===== config.mk =====
export PLATFORM = sky130hd
export DESIGN_NAME = pgm_matcher
export DESIGN_NICKNAME = d
export VERILOG_FILES = /design/src/rtl/pgm_pkg.sv /design/src/rtl/pgm_req_table.sv /design/src/rtl/pgm_digit_cmp.sv /design/src/rtl/pgm_capture_ctrl.sv /design/src/rtl/pgm_matcher.sv
export SDC_FILE = /design/constraint.sdc
export NUM_CORES = 1
export LEC_CHECK = 0
export CORE_MARGIN = 4
export CORE_UTILIZATION = 40
export CTS_BUF_LIST = sky130_fd_sc_hd__clkbuf_16
export DETAILED_ROUTE_END_ITERATION = 8
export PLACE_DENSITY = 0.67
export SYNTH_ARGS = -nofsm -noshare
export SYNTH_HDL_FRONTEND = slang
export SYNTH_SLANG_ARGS = --single-unit

===== constraint.sdc =====
create_clock -name clk -period 2.7 [get_ports clk]
set_clock_uncertainty 0.2 [all_clocks]
set_input_delay 0.27 -clock clk [delete_from_list [all_inputs] [get_ports clk]]
set_output_delay 0.27 -clock clk [all_outputs]
set_load 0.05 [all_outputs]

===== src/rtl/pgm_pkg.sv =====
package pgm_pkg;

    localparam int NUM_COLS = 7;
    localparam int ENTRY_W  = 5;
    localparam int COL_W    = 3;
    localparam int DIG_W    = 4;
    localparam int CARE_BIT = 4;
    localparam int HOLD_BIT = 3;

    typedef struct packed {
        logic [2:0] mag;
        logic [3:0] pt;
        logic [3:0] pu;
        logic [1:0] ht;
        logic [3:0] hu;
        logic [2:0] mt;
        logic [3:0] mu;
    } hdr_t;

    // Significant width of the digit held in each column
    function automatic int digit_width(input int col);
        case (col)
            0:       return 3;
            3:       return 2;
            5:       return 3;
            default: return 4;
        endcase
    endfunction

    // Received digit for a column, zero-extended
    function automatic logic [DIG_W-1:0] digit_of(input hdr_t h, input int col);
        case (col)
            0:       return {1'b0, h.mag};
            1:       return h.pt;
            2:       return h.pu;
            3:       return {2'b00, h.ht};
            4:       return h.hu;
            5:       return {1'b0, h.mt};
            default: return h.mu;
        endcase
    endfunction

endpackage


===== src/rtl/pgm_req_table.sv =====
module pgm_req_table
    import pgm_pkg::*;
#(
    parameter int COLS   = NUM_COLS,
    parameter int EW     = ENTRY_W,
    parameter int CW     = COL_W
) (
    input  logic                     clk,
    input  logic                     rst,
    input  logic                     start_we,
    input  logic [CW-1:0]            start_col,
    input  logic                     data_we,
    input  logic [EW-1:0]            data_in,
    output logic [COLS-1:0][EW-1:0]  tab,
    output logic                     wr_accept
);

    localparam logic [CW-1:0] LAST_COL = CW'(COLS - 1);

    logic [CW-1:0] wr_col;

    assign wr_accept = data_we && !start_we && (wr_col <= LAST_COL);

    always_ff @(posedge clk) begin
        if (rst) begin
            wr_col <= '0;
            tab    <= '0;
        end else if (start_we) begin
            wr_col <= start_col;
        end else if (data_we) begin
            if (wr_accept) begin
                tab[wr_col] <= data_in;
            end
            wr_col <= (wr_col >= LAST_COL) ? '0 : wr_col + 1'b1;
        end
    end

endmodule


===== src/rtl/pgm_digit_cmp.sv =====
module pgm_digit_cmp
    import pgm_pkg::*;
#(
    parameter int COLS = NUM_COLS,
    parameter int EW   = ENTRY_W
) (
    input  logic [COLS-1:0][EW-1:0] tab,
    input  hdr_t                    hdr,
    input  logic [COLS-1:0]         ham_err,
    output logic                    match
);

    logic [COLS-1:0] col_ok;

    for (genvar c = 0; c < COLS; c++) begin : g_col
        localparam int              W    = digit_width(c);
        localparam logic [DIG_W-1:0] MASK = DIG_W'((1 << W) - 1);
        logic [DIG_W-1:0] diff;
        assign diff      = (tab[c][DIG_W-1:0] ^ digit_of(hdr, c)) & MASK;
        assign col_ok[c] = !tab[c][CARE_BIT] || (!ham_err[c] && (diff == '0));
    end

    assign match = &col_ok;

endmodule


===== src/rtl/pgm_capture_ctrl.sv =====
module pgm_capture_ctrl (
    input  logic       clk,
    input  logic       rst,
    input  logic       hdr_valid,
    input  logic [2:0] hdr_mag,
    input  logic       match,
    input  logic       hold,
    input  logic       wr_accept,
    output logic       found_n,
    output logic       looking,
    output logic       capture_en
);

    logic [2:0] cap_mag;
    logic       hit;

    assign hit = hdr_valid && match;

    always_ff @(posedge clk) begin
        if (rst) begin
            found_n <= 1'b1;
            looking <= 1'b0;
        end else if (wr_accept) begin
            found_n <= 1'b1;
            looking <= 1'b1;
        end else if (hit) begin
            found_n <= 1'b0;
            looking <= 1'b0;
        end
    end

    always_ff @(posedge clk) begin
        if (rst) begin
            capture_en <= 1'b0;
            cap_mag    <= '0;
        end else if (hit && hold) begin
            capture_en <= 1'b1;
            cap_mag    <= hdr_mag;
        end else if (hdr_valid && capture_en && (hdr_mag == cap_mag)) begin
            capture_en <= 1'b0;
        end
    end

endmodule


===== src/rtl/pgm_matcher.sv =====
module pgm_matcher
    import pgm_pkg::*;
(
    input  logic       clk,
    input  logic       rst,
    input  logic       cfg_start_we,
    input  logic [2:0] cfg_start_col,
    input  logic       cfg_data_we,
    input  logic [4:0] cfg_data,
    input  logic       hdr_valid,
    input  logic [2:0] hdr_mag,
    input  logic [3:0] hdr_pt,
    input  logic [3:0] hdr_pu,
    input  logic [1:0] hdr_ht,
    input  logic [3:0] hdr_hu,
    input  logic [2:0] hdr_mt,
    input  logic [3:0] hdr_mu,
    input  logic [6:0] hdr_ham_err,
    output logic       found_n,
    output logic       looking,
    output logic       capture_en
);

    logic [NUM_COLS-1:0][ENTRY_W-1:0] tab;
    logic                             wr_accept;
    logic                             match;
    hdr_t                             hdr;

    assign hdr = '{mag: hdr_mag, pt: hdr_pt, pu: hdr_pu, ht: hdr_ht,
                   hu: hdr_hu, mt: hdr_mt, mu: hdr_mu};

    pgm_req_table #(.COLS(NUM_COLS), .EW(ENTRY_W), .CW(COL_W)) u_tab (
        .clk       (clk),
        .rst       (rst),
        .start_we  (cfg_start_we),
        .start_col (cfg_start_col),
        .data_we   (cfg_data_we),
        .data_in   (cfg_data),
        .tab       (tab),
        .wr_accept (wr_accept)
    );

    pgm_digit_cmp #(.COLS(NUM_COLS), .EW(ENTRY_W)) u_cmp (
        .tab     (tab),
        .hdr     (hdr),
        .ham_err (hdr_ham_err),
        .match   (match)
    );

    pgm_capture_ctrl u_ctl (
        .clk        (clk),
        .rst        (rst),
        .hdr_valid  (hdr_valid),
        .hdr_mag    (hdr_mag),
        .match      (match),
        .hold       (tab[0][HOLD_BIT]),
        .wr_accept  (wr_accept),
        .found_n    (found_n),
        .looking    (looking),
        .capture_en (capture_en)
    );

endmodule


Word-level counts from Yosys, hierarchy flattened
Index checks and enable logic that the tools add are counted.
{"block": "totals", "input_bits": 44, "ff_bits": 44, "out_inout_bits": 3, "elab_cells": 85}
{"block": "classes", "bitwise_logic": 8, "eq_ne": 1, "mux": 10, "n_reduce_logical": 49, "magnitude_cmp": 4, "n_addsub": 1}
{"cell": "35-bit bitwise mux", "n": 1}
{"cell": "4-bit zero test", "n": 7}
{"cell": "4-bit bitwise XOR", "n": 4}
{"cell": "5-bit demux with 3-bit select", "n": 1}
{"cell": "1-bit zero test", "n": 15}
{"cell": "1-bit logical AND", "n": 14}
{"cell": "3-bit two-way mux", "n": 3}
{"cell": "1-bit logical OR", "n": 7}
{"cell": "7-bit AND reduction", "n": 1}
{"cell": "2-bit nonzero test", "n": 3}
{"cell": "3-bit bitwise XOR", "n": 2}
{"cell": "5-bit two-way mux", "n": 1}
{"cell": "3-bit by 4-bit less-than comparator with 1-bit output (second input constant)", "n": 1}
{"cell": "1-bit two-way mux", "n": 4}
{"cell": "3-bit by 1-bit adder with 3-bit output (second input constant)", "n": 1}
{"cell": "3-bit equality test", "n": 1}
{"cell": "3-bit by 1-bit greater-or-equal comparator with 1-bit output (second input constant)", "n": 1}
{"cell": "3-bit greater-or-equal comparator (second input constant)", "n": 1}
{"cell": "3-bit <= comparator (second input constant)", "n": 1}
{"cell": "3-bit AND reduction", "n": 1}
{"cell": "2-bit OR reduction", "n": 1}
{"cell": "2-bit bitwise XOR", "n": 1}
{"cell": "1-bit NOT", "n": 1}

Longest topological paths before layout
Gate-level depths: netlist of the first run.
{"block": "logic_depth", "ltp_word": 8, "mapped_depth": 7, "depth_no_buf": 7}

Hierarchy
Synthesis of the first run repeated with hierarchy kept, for this count alone.
{"block": "unflattened", "cells_unflattened": 212, "hier_area_um2": 2148.3}
{"module": "pgm_req_table", "seq_area_each_um2": 760.7, "instances": 1, "cells_per_inst": 151, "area_per_inst_um2": 1596.5}
{"module": "pgm_digit_cmp", "seq_area_each_um2": 0.0, "instances": 1, "cells_per_inst": 38, "area_per_inst_um2": 320.3}
{"module": "pgm_capture_ctrl", "seq_area_each_um2": 120.1, "instances": 1, "cells_per_inst": 23, "area_per_inst_um2": 231.5}

Worst setup path before layout of the first run
No wires, ideal clock.
{"block": "synth_path", "path_kind": "register -> register", "start": "register u_tab.tab[27] in the netlist's numbering", "end": "register u_ctl.cap_mag[0]", "t_required_ps": 2428, "arrival_ps": 1342, "slack_ps": 1087, "n_path_buf": 0, "path_stages_with_launch": 7, "cell_sequence": "dfxtp_1 -> xor2_1 -> o41ai_1 -> and4_1 -> nand2_2 -> nor2_4 -> mux2i_1"}
{"block": "synth_between", "elab_chain_cells": 7}
{"item": "start: declaration", "line": "pgm_req_table.sv:14", "source": "output logic [COLS-1:0][EW-1:0] tab,"}
{"item": "start signal: indexed assignment", "line": "pgm_req_table.sv:32", "source": "tab[wr_col] <= data_in;"}
{"item": "3-bit bitwise XOR", "line": "pgm_digit_cmp.sv:19", "source": "assign diff = (tab[c][DIG_W-1:0] ^ digit_of(hdr, c)) & MASK;"}
{"item": "4-bit zero test", "line": "pgm_digit_cmp.sv:20", "source": "assign col_ok[c] = !tab[c][CARE_BIT] || (!ham_err[c] && (diff == '0));"}
{"item": "1-bit logical AND", "line": "pgm_digit_cmp.sv:20"}
{"item": "1-bit logical OR", "line": "pgm_digit_cmp.sv:20"}
{"item": "7-bit AND reduction", "line": "pgm_digit_cmp.sv:23", "source": "assign match = &col_ok;"}
{"item": "1-bit logical AND", "line": "pgm_capture_ctrl.sv:17", "source": "assign hit = hdr_valid && match;"}
{"item": "1-bit logical AND", "line": "pgm_capture_ctrl.sv:36", "source": "end else if (hit && hold) begin"}
{"item": "end signal: assignment", "line": "pgm_capture_ctrl.sv:38", "source": "cap_mag <= hdr_mag;"}
{"item": "end: declaration", "line": "pgm_capture_ctrl.sv:14", "source": "logic [2:0] cap_mag;"}
No other way between the ends.
A chain may end at the register's enable or synchronous reset.

Worst setup path after layout of the first run
{"block": "layout_path", "start": "input hdr_mt[2]", "end": "register u_ctl.cap_mag[1]"}
{"block": "layout_between", "elab_chain_cells": 7}
{"item": "start: declaration", "line": "pgm_matcher.sv:16", "source": "input logic [2:0] hdr_mt,"}
{"item": "3-bit bitwise XOR", "line": "pgm_digit_cmp.sv:19"}
{"item": "4-bit zero test", "line": "pgm_digit_cmp.sv:20"}
{"item": "1-bit logical AND", "line": "pgm_digit_cmp.sv:20"}
{"item": "1-bit logical OR", "line": "pgm_digit_cmp.sv:20"}
{"item": "7-bit AND reduction", "line": "pgm_digit_cmp.sv:23"}
{"item": "1-bit logical AND", "line": "pgm_capture_ctrl.sv:17"}
{"item": "1-bit logical AND", "line": "pgm_capture_ctrl.sv:36"}
No other way between the ends.

==> results of run 1 <==
[worst min-delay path, cell delays in order, from the launching register on]
cell and delay, ns:
dfxtp_1 0.31, nand2_1 0.05, a21oi_1 0.05
[cells in the final DEF, fill, tap and decap left out]
master,n
mux2i_1,25
o41ai_1,2
nand3_1,13
clkbuf_16,5
nand2_2,1
and4b_1,1
clkinv_1,2
nand3b_1,1
o22ai_1,1
nor2b_1,2
a41oi_1,1
nor2_1,30
buf_4,1
nand2_1,23
inv_1,2
nand4_1,1
o21a_1,1
o31ai_1,5
nor2_4,2
and4_1,1
nand2b_1,2
o21ai_0,6
a21oi_1,15
mux2_2,1
clkinvlp_4,1
dfxtp_1,41
o211ai_1,1
nor3_2,1
xor2_1,12
xnor2_1,15
clkdlybuf4s50_1,46
ha_1,1
[cells in the mapped netlist, types with 2 or more instances]
| master | count | area (um2) |
|---|---|---|
| a21oi_1 | 15 | 75.1 |
| clkbuf_1 | 5 | 18.8 |
| clkbuf_2 | 2 | 10.0 |
| dfxtp_1 | 41 | 821 |
| inv_1 | 2 | 7.51 |
| mux2i_1 | 25 | 250 |
| nand2_1 | 23 | 86.3 |
| nand2b_1 | 2 | 12.5 |
| nand3_1 | 13 | 65.1 |
| nor2_1 | 30 | 113 |
| nor2_4 | 2 | 22.5 |
| nor2b_1 | 2 | 12.5 |
| o21ai_0 | 6 | 30.0 |
| o31ai_1 | 5 | 37.5 |
| o41ai_1 | 2 | 17.5 |
| xnor2_1 | 15 | 131 |
| xor2_1 | 12 | 105 |
[per-stage QoR]
| step | power (mW) | cell area, um2 | hold WS, ns | setup WS [ns] | util (%) |
|---|---|---|---|---|---|
| 5_1_grt | 1.43 | 2560 | 0.274 | 0.560 | 56.9 |
| 3_3_place_gp | 0.822 | 2430 | 0.247 | 0.417 | 53.9 |
| 4_1_cts | 1.39 | 2560 | 0.260 | 0.666 | 56.9 |
| 2_1_floorplan | 0.725 | 1930 | 0.206 | 1.09 | - |
| 3_5_place_dp | 0.823 | 2430 | 0.252 | 0.387 | 53.9 |
| 6_report | 1.37 | 2560 | 0.256 | 0.726 | 56.9 |
[cell type report]
class	count	area (um2)	share of cell area, %
clock buffer	5	125	4.88
clock inverter	2	11.3	0.439
inverter	3	11.3	0.439
multi-input combinational	164	1060	41.4
sequential	41	821	32.0
tap	52	65.1	2.54
timing repair buffer	47	468	18.3
[power by group through the flow]
| stage | combinational, mW | sequential [mW] | clock (mW) |
|---|---|---|---|
| CTS | 0.177 | 0.634 | 0.578 |
| detailed placement | 0.176 | 0.647 | 0 |
| finish | 0.175 | 0.633 | 0.564 |
| floorplan | 0.0773 | 0.648 | 0 |
| global route | 0.192 | 0.635 | 0.601 |
| global placement | 0.175 | 0.646 | 0 |
[cells by family (layout without fill, tap and decap cells)]
| kind of cell | after synthesis | after routing | synth area share, % |
|---|---|---|---|
| adders and majority gates | 1 | 1 | 0.649 |
| and+or+nand+nor | 78 | 78 | 18.7 |
| muxes | 26 | 26 | 13.6 |
| AOI/OAI and AO/OA | 32 | 32 | 9.87 |
| xor gates and xnor gates | 27 | 27 | 12.3 |
| buffers and inverters | 11 | 57 | 2.34 |
| DFF | 41 | 41 | 42.6 |
[state kept, by name (all words and copies together), names as in the netlist]
register          cells
u_ctl.cap_mag         3
u_tab.wr_col          3
u_ctl.found_n         1
u_ctl.looking         1
u_ctl.capture_en      1
u_tab.tab            32
[layer usage]
| metal | vias to the layer above | share of wire (%) | track usage [%] |
|---|---|---|---|
| li1 | 829 | - | - |
| met1 | 695 | 49 | 20.4 |
| met2 | 50 | 41 | 21.9 |
| met3 | 6 | 7.7 | 5.09 |
| met4 | 0 | 1.7 | 5.87 |
| met5 | - | 0 | 0 |
[worst paths after layout]
kind                                                       to  slack [ns]  depth (start not counted)
worst min-delay path                u_tab.tab[4]$_SDFFE_PP0P_        0.26                          2
worst max-delay path            u_ctl.cap_mag[1]$_SDFFE_PP0P_        0.73                          7
worst min register to register      u_tab.tab[4]$_SDFFE_PP0P_        0.26                          2
worst max register to register  u_ctl.cap_mag[1]$_SDFFE_PP0P_        0.79                          6
==> metrics, run 1 <==
placed cells 307; Synth async-reset ratio 0%; GRT Util Overall 15.0%; number of port buffers 46; HP Class register to register; final wirelength 4250 um; Fin. Hold Viols 0; unrepaired setup endpoints after global routing false; Via Count 1580; max-cap viol count 0; Critical path origin hdr_mt[2]; Worst path slowest cell o41ai_1; status completed; Ports 47; internal power 1.05 mW; largest net degree at the start of global routing 37; Lkg Pwr 1.00 nW; H-tree lvl count 2; CTS tree done; core region area 4500 um2; nets@finish 307; num rows 24; critical path capture point type register; Syn Inst Count 216; worst-path fanout max 4; DR pass1 iterations 4; fill count 429; syn_nets 261; setup TNS 0 ns; worst slew margin relative to its limit 61.1%; Initial Util 42.8%; WL/cell 13.5 um; #FFs+latches synth 41; antenna violations before repair 0; post-route ant nets 0; NetSw 324 uW; Max Freq 507 MHz; Slew @ Worst Pin 0.581 ns; chip height 77.4 um; hold-fix buffer count after cts 0; clock network fraction of total power 41.1%; maximum vdd drop 384 uV; DIE AREA 5990 um2; Syn Area/Cell 8.92 um2; DR DRC count 0; Skew-Pair Late Insertion Delay 0.28 ns; Slew Limit Fails 0; number of global-route vias before repair 1524; CP Class input port to register; Min Clock Period, post-route 1.97 ns; Pwr Density 536 nW/um2; cell area after synthesis 1930 um2; cell family with most CP delay simple AND/OR/NAND/NOR gates; Worst EP arrival 1.98 ns; worst r2r src u_tab.tab[27]$_SDFFE_PP0P_; postcts setup bufs 0; Worst EP required 2.71 ns; grt ovf 0; Layout area overhead 33.0%; EDFF count, synth 0; number of warnings issued by yosys 0; power share of the combinational group 12.8%; sw frac 23.6%; Worst-path clk slew 0.06 ns; dpl hpwl 3170 um; clk buf depth 2; HP Start u_tab.tab[4]$_SDFFE_PP0P_; top_reg_cell synth dfxtp_1; Placer Congestion 0.764; Vias per Instance 5.03; antenna fix cells 0; Buf/Inv on CP 1; post-CTS resize count 0; Seq pwr share 46.2%; non-filler cells, final 314; Largest stage delay, worst path 0.47 ns; first-pass GRT wire length 7130 um; Root Buffer clkbuf_16; CTS Sinks 41; crit path launch type input port; Die Span X 77.4 um; Yosys cell types 31; fin crit share 73.1%; layout cells sized above 1 4.58%; TritonCTS Buffers 5; crit path cell chain clkdlybuf4s50_1, xor2_1, o41ai_1, and4_1, nand2_2, nor2_4, mux2i_1; # setup viols final 0; DRT iter0 DRCs 93; post-synthesis sequential area ratio 42.6%
(Power assumes the default switching activity.)
==> inputs of run 2 (changes only) <==
==> constraint.sdc (replaced) <==
create_clock -name clk -period 1.9 [get_ports clk]
set_clock_uncertainty 0.2 [all_clocks]
set_input_delay 0.19 -clock clk [delete_from_list [all_inputs] [get_ports clk]]
set_output_delay 0.19 -clock clk [all_outputs]
set_load 0.05 [all_outputs]
==> run 2 against run 1 <==
Effect of this change: combinational power is 54% higher; cell count is 3.8% higher; count of clock-buffer cells in the layout stayed put; wire length is 2.4% higher; sequential cell count stayed put; sequential share of layout area is 1.4 points lower; highest routed layer unchanged; global-route usage is 0.21 points higher; largest cell class unchanged; via count is 4.1% higher; clock power is 46% higher; core utilization is 2.6 points higher; design area is 4.6% higher; critical path type is now register to register; die area stayed put.
==> metrics, run 2 (same netlist as run 1, synthesis figures left out) <==
status completed; Die Span X 77.4 um; CTS Sinks 41; CP Class register to register; Slew Limit Fails 0; Root Buffer clkbuf_16; number of port buffers 46; Max Freq 551 MHz; Critical path origin u_tab.tab[27]$_SDFFE_PP0P_; antenna violations before repair 0; non-filler cells, final 326; Via Count 1645; number of global-route vias before repair 1503; total power 1.99 mW; Worst-path clk slew 0.06 ns; Placed Area 2520 um2; unrepaired setup endpoints after global routing true; GRT Util Overall 15.2%; largest net degree at the start of global routing 37; Initial Util 42.8%; first-pass GRT wire length 7200 um; Slew @ Worst Pin 0.492 ns; clk buf depth 2; Worst EP arrival 1.83 ns; layout cells sized above 1 10.6%; DR DRC count 0; hold-fix buffer count after cts 0; Worst EP required 1.92 ns; WHS 0.255 ns; Fin. Hold Viols 0; worst slew margin relative to its limit 67.1%; max-cap viol count 0; DR pass1 iterations 4; DIE AREA 5990 um2; Pwr Density 742 nW/um2; fin crit share 95.5%; setup TNS 0 ns; Final Cell Area 2680 um2; worst-path fanout max 4; final wirelength 4350 um; # setup viols final 0; num rows 24; crit path launch type register; core region area 4500 um2; placed cells 318; post-route ant nets 0; H-tree lvl count 2; max reg flops 32; Placer Congestion 0.755; WL/cell 13.4 um; Min Clock Period, post-route 1.81 ns; nets@finish 318; fill count 422; Skew-Pair Late Insertion Delay 0.29 ns; Reg area 822 um2; Lkg Pwr 1.07 nW; TritonCTS Buffers 5; worst r2r src u_tab.tab[27]$_SDFFE_PP0P_; maximum vdd drop 576 uV; Top Registers u_tab.tab (32), u_ctl.cap_mag (3), u_tab.wr_col (3); DRT iter0 DRCs 66; HP Class register to register; Biggest register u_tab.tab; most common cell after layout, fill and taps aside clkdlybuf4s50_1; chip height 77.4 um; grt ovf 0; Layout area overhead 39.2%; HP Start u_ctl.looking$_SDFFE_PP0P_; antenna fix cells 0; Ports 47; commonest cells after routing, fill and taps aside 44 x clkdlybuf4s50_1, 40 x dfxtp_1, 30 x nor2_1, 25 x mux2i_1, 23 x nand2_1; Vias per Instance 5.05; critical path capture point type register; CTS tree done; dpl hpwl 3180 um; multi-input logic area 1080 um2
==> run 2: power by group <==
part,internal (mW),total (mW),leakage (nW),switching [mW]
logic,0.150,0.270,0.669,0.120
registers,0.879,0.900,0.333,0.0205
clock network,0.482,0.821,0.0712,0.339
==> run 2: path summary, 6_finish.rpt <==
check,depth (start not counted),to,slack (ns)
max,7,u_ctl.cap_mag[1]$_SDFFE_PP0P_,0.09
min,2,u_ctl.looking$_SDFFE_PP0P_,0.25
max reg2reg,7,u_ctl.cap_mag[1]$_SDFFE_PP0P_,0.09
min reg2reg,2,u_ctl.looking$_SDFFE_PP0P_,0.25
==> run 2: layout make-up <==
class	instances	share of cell area [%]
Inverter	3	0.420
Multi-Input combinational cell	164	40.3
Tap cell	52	2.43
Timing Repair Buffer	58	20.9
Sequential cell	41	30.7
Clock inverter	3	0.653
Clock buffer	5	4.67
==> run 2: what timing repair did <==
item                       CTS  global route
setup endpoints to repair    3             6
pin swaps                    5             2
buffers inserted             0             0
gates resized for setup      2             3
==> run 2: critical path, cell delays in order, from the launching register on <==
cell     delay, ns
dfxtp_2       0.32
xor2_1        0.14
o41ai_2       0.33
buf_4         0.16
and4_1        0.19
nand2_2       0.07
nor2_4        0.15
mux2i_1       0.19
==> run 2: layer usage <==
layer  share of wire (%)  global-route usage [%]  up-vias
met5                   0                       0        -
met4                 1.5                    5.34        0
met3                 7.1                    4.63        5
met2                  44                    23.3       56
met1                  48                    20.4      736
li1                    -                       -      848
==> run 2: metrics by stage <==
stage                     util (%)  setup slack (ns)
after global routing          59.5           -0.0512
after floorplan                  -             0.287
final                         59.5            0.0861
after CTS                     59.1          -0.00512
after detailed placement      55.9            -0.299
after global placement        55.9            -0.252
==> inputs of run 3 (changes only) <==
--- a/config.mk
+++ b/config.mk
@@ -5,11 +5,13 @@
 export SDC_FILE = /design/constraint.sdc
 export NUM_CORES = 1
 export LEC_CHECK = 0
+export CORE_ASPECT_RATIO = 0.8
 export CORE_MARGIN = 4
 export CORE_UTILIZATION = 40
 export CTS_BUF_LIST = sky130_fd_sc_hd__clkbuf_16
 export DETAILED_ROUTE_END_ITERATION = 8
 export PLACE_DENSITY = 0.67
+export REMOVE_ABC_BUFFERS = 1
 export SYNTH_ARGS = -nofsm -noshare
 export SYNTH_HDL_FRONTEND = slang
 export SYNTH_SLANG_ARGS = --single-unit
==> run 3 against run 2 <==
Effect of this change: core utilization is 1.8 points lower; clock power decreased by 5.8%; die area increased by 0.12%; cell count grew 2.1%; critical path depth did not move.
==> metrics, run 3 (same netlist as run 1, synthesis figures left out) <==
Initial Util 41.7%; met1 GRT Util 21.7%; final worst slack 0.104 ns; CTS tree done; max-cap viol count 0; Min Clock Period, post-route 1.80 ns; antenna fix cells 0; TritonCTS Buffers 5; maximum vdd drop 412 uV; number of port buffers 46; hold-fix buffer count after cts 0; DIE AREA 6000 um2; NetSw 445 uW; layout cells sized above 1 10.6%; Skew-Pair Late Insertion Delay 0.28 ns; GRT met2 Usage 24.1%; dpl hpwl 3370 um; status completed; max reg flops 32; multi-input logic area 1080 um2; clock network fraction of total power 39.8%; crit path launch type input port; WL/cell 13.6 um; DRT iter0 DRCs 74; GRT Util Overall 16.0%; worst slew margin relative to its limit 66.8%; Worst path slowest cell clkdlybuf4s50_1; sw frac 22.9%; DR pass1 iterations 4; critical path capture point type register; number of global-route vias before repair 1653; H-tree lvl count 2; grt met3 use 4.60%; final wirelength 4540 um; power share of the combinational group 13.8%; most common cell after layout, fill and taps aside clkdlybuf4s50_1; Vias per Instance 4.92; commonest cells after routing, fill and taps aside 44 x clkdlybuf4s50_1, 40 x dfxtp_1, 30 x nor2_1, 25 x mux2i_1, 23 x nand2_1; total power 1.94 mW; Layout area overhead 38.6%; # setup viols final 0; Ports 47; post-route ant nets 0; Worst EP arrival 1.81 ns; Worst-path clk slew 0.05 ns; unrepaired setup endpoints after global routing true; fin crit share 94.5%; antenna violations before repair 0; HP Class register to register; Slew @ Worst Pin 0.496 ns; Fin. Hold Viols 0; Seq pwr share 46.4%; Worst EP required 1.91 ns; chip height 70.1 um; Largest stage delay, worst path 0.47 ns; Reg area 822 um2; pre-CTS setup slack -0.308 ns; crit path cell chain clkdlybuf4s50_1, xor2_1, o41ai_1, and4_1, nand2_2, nor2_4, mux2i_1; Via Count 1639; clk buf depth 2; worst-path fanout max 4; grt peak-use layer met2; largest net degree at the start of global routing 26; core region area 4620 um2; Pwr Density 727 nW/um2; grt ovf 0; CTS Sinks 41; Biggest register u_tab.tab; Max Freq 557 MHz; Slew Limit Fails 0; fill count 437; internal power 1.50 mW; Placer Congestion 0.714; CP Class input port to register; Top Registers u_tab.tab (32), u_ctl.cap_mag (3), u_tab.wr_col (3); first-pass GRT wire length 7610 um; Root Buffer clkbuf_16; nets@finish 318; num rows 22; Die Span X 85.6 um; DR DRC count 0; Lkg Pwr 1.07 nW
## run 3: layout make-up
class                      count  area share (%)
inverter                       3           0.422
clock buffer                   5            4.69
sequential                    41            30.8
multi-input combinational    164            40.6
tap                           60            2.81
timing repair buffer          58            20.4
clock inverter                 2           0.281
## run 3: worst max-delay path, delay by kind of cell
kind / cells / cell delay [ns]
AND/OR/NAND/NOR: 3 / 0.48
buffers and inverters: 1 / 0.47
AO/OA/AOI/OAI: 1 / 0.29
XOR/XNOR: 1 / 0.19
multiplexers: 1 / 0.19
## run 3: power by group through the flow
| stage | sequential (mW) | combinational [mW] | clock [mW] |
|---|---|---|---|
| detailed placement | 0.919 | 0.266 | 0 |
| finish | 0.901 | 0.268 | 0.773 |
| CTS | 0.901 | 0.269 | 0.789 |
| global route | 0.904 | 0.292 | 0.828 |
| floorplan | 0.927 | 0.0908 | 0 |
| global placement | 0.919 | 0.264 | 0 |
## run 3: timing repair
action                                  CTS  global route
pin swaps                                 0             1
endpoints found under the setup margin    3             6
resized for setup                         1             4
endpoints found under the hold margin     0             0
setup buffers                             0             0
gates cloned                              0             0
## run 3: path summary, 6_finish.rpt
path | from | endpoint | slack (ns) | depth (start not counted)
setup / recovery | hdr_mag[0] | u_ctl.cap_mag[2]$_SDFFE_PP0P_ | 0.10 | 7
hold / removal | u_tab.tab[4]$_SDFFE_PP0P_ | u_tab.tab[4]$_SDFFE_PP0P_ | 0.26 | 2
hold reg to reg | u_tab.tab[4]$_SDFFE_PP0P_ | u_tab.tab[4]$_SDFFE_PP0P_ | 0.26 | 2
setup reg to reg | u_tab.tab[27]$_SDFFE_PP0P_ | u_ctl.cap_mag[2]$_SDFFE_PP0P_ | 0.11 | 6
## run 3: routing by layer
layer  part of all wire (%)  wire [um]
met5                      0          0
met4                    1.6         71
met3                    6.8        310
met2                     43       1940
met1                     49       2220
## run 3: through the flow
| stage | utilization [%] | setup TNS, ns | hold WS [ns] | instance area [um2] | std cells |
|---|---|---|---|---|---|
| global placement | 54.4 | -1.60 | 0.253 | 2510 | 326 |
| finish | 57.7 | 0 | 0.264 | 2670 | 333 |
| floorplan | - | 0 | 0.0591 | 1890 | 208 |
| detailed placement | 54.4 | -2.11 | 0.261 | 2510 | 326 |
| CTS | 57.4 | 0 | 0.268 | 2650 | 333 |
| global route | 57.7 | -0.0689 | 0.285 | 2670 | 333 |
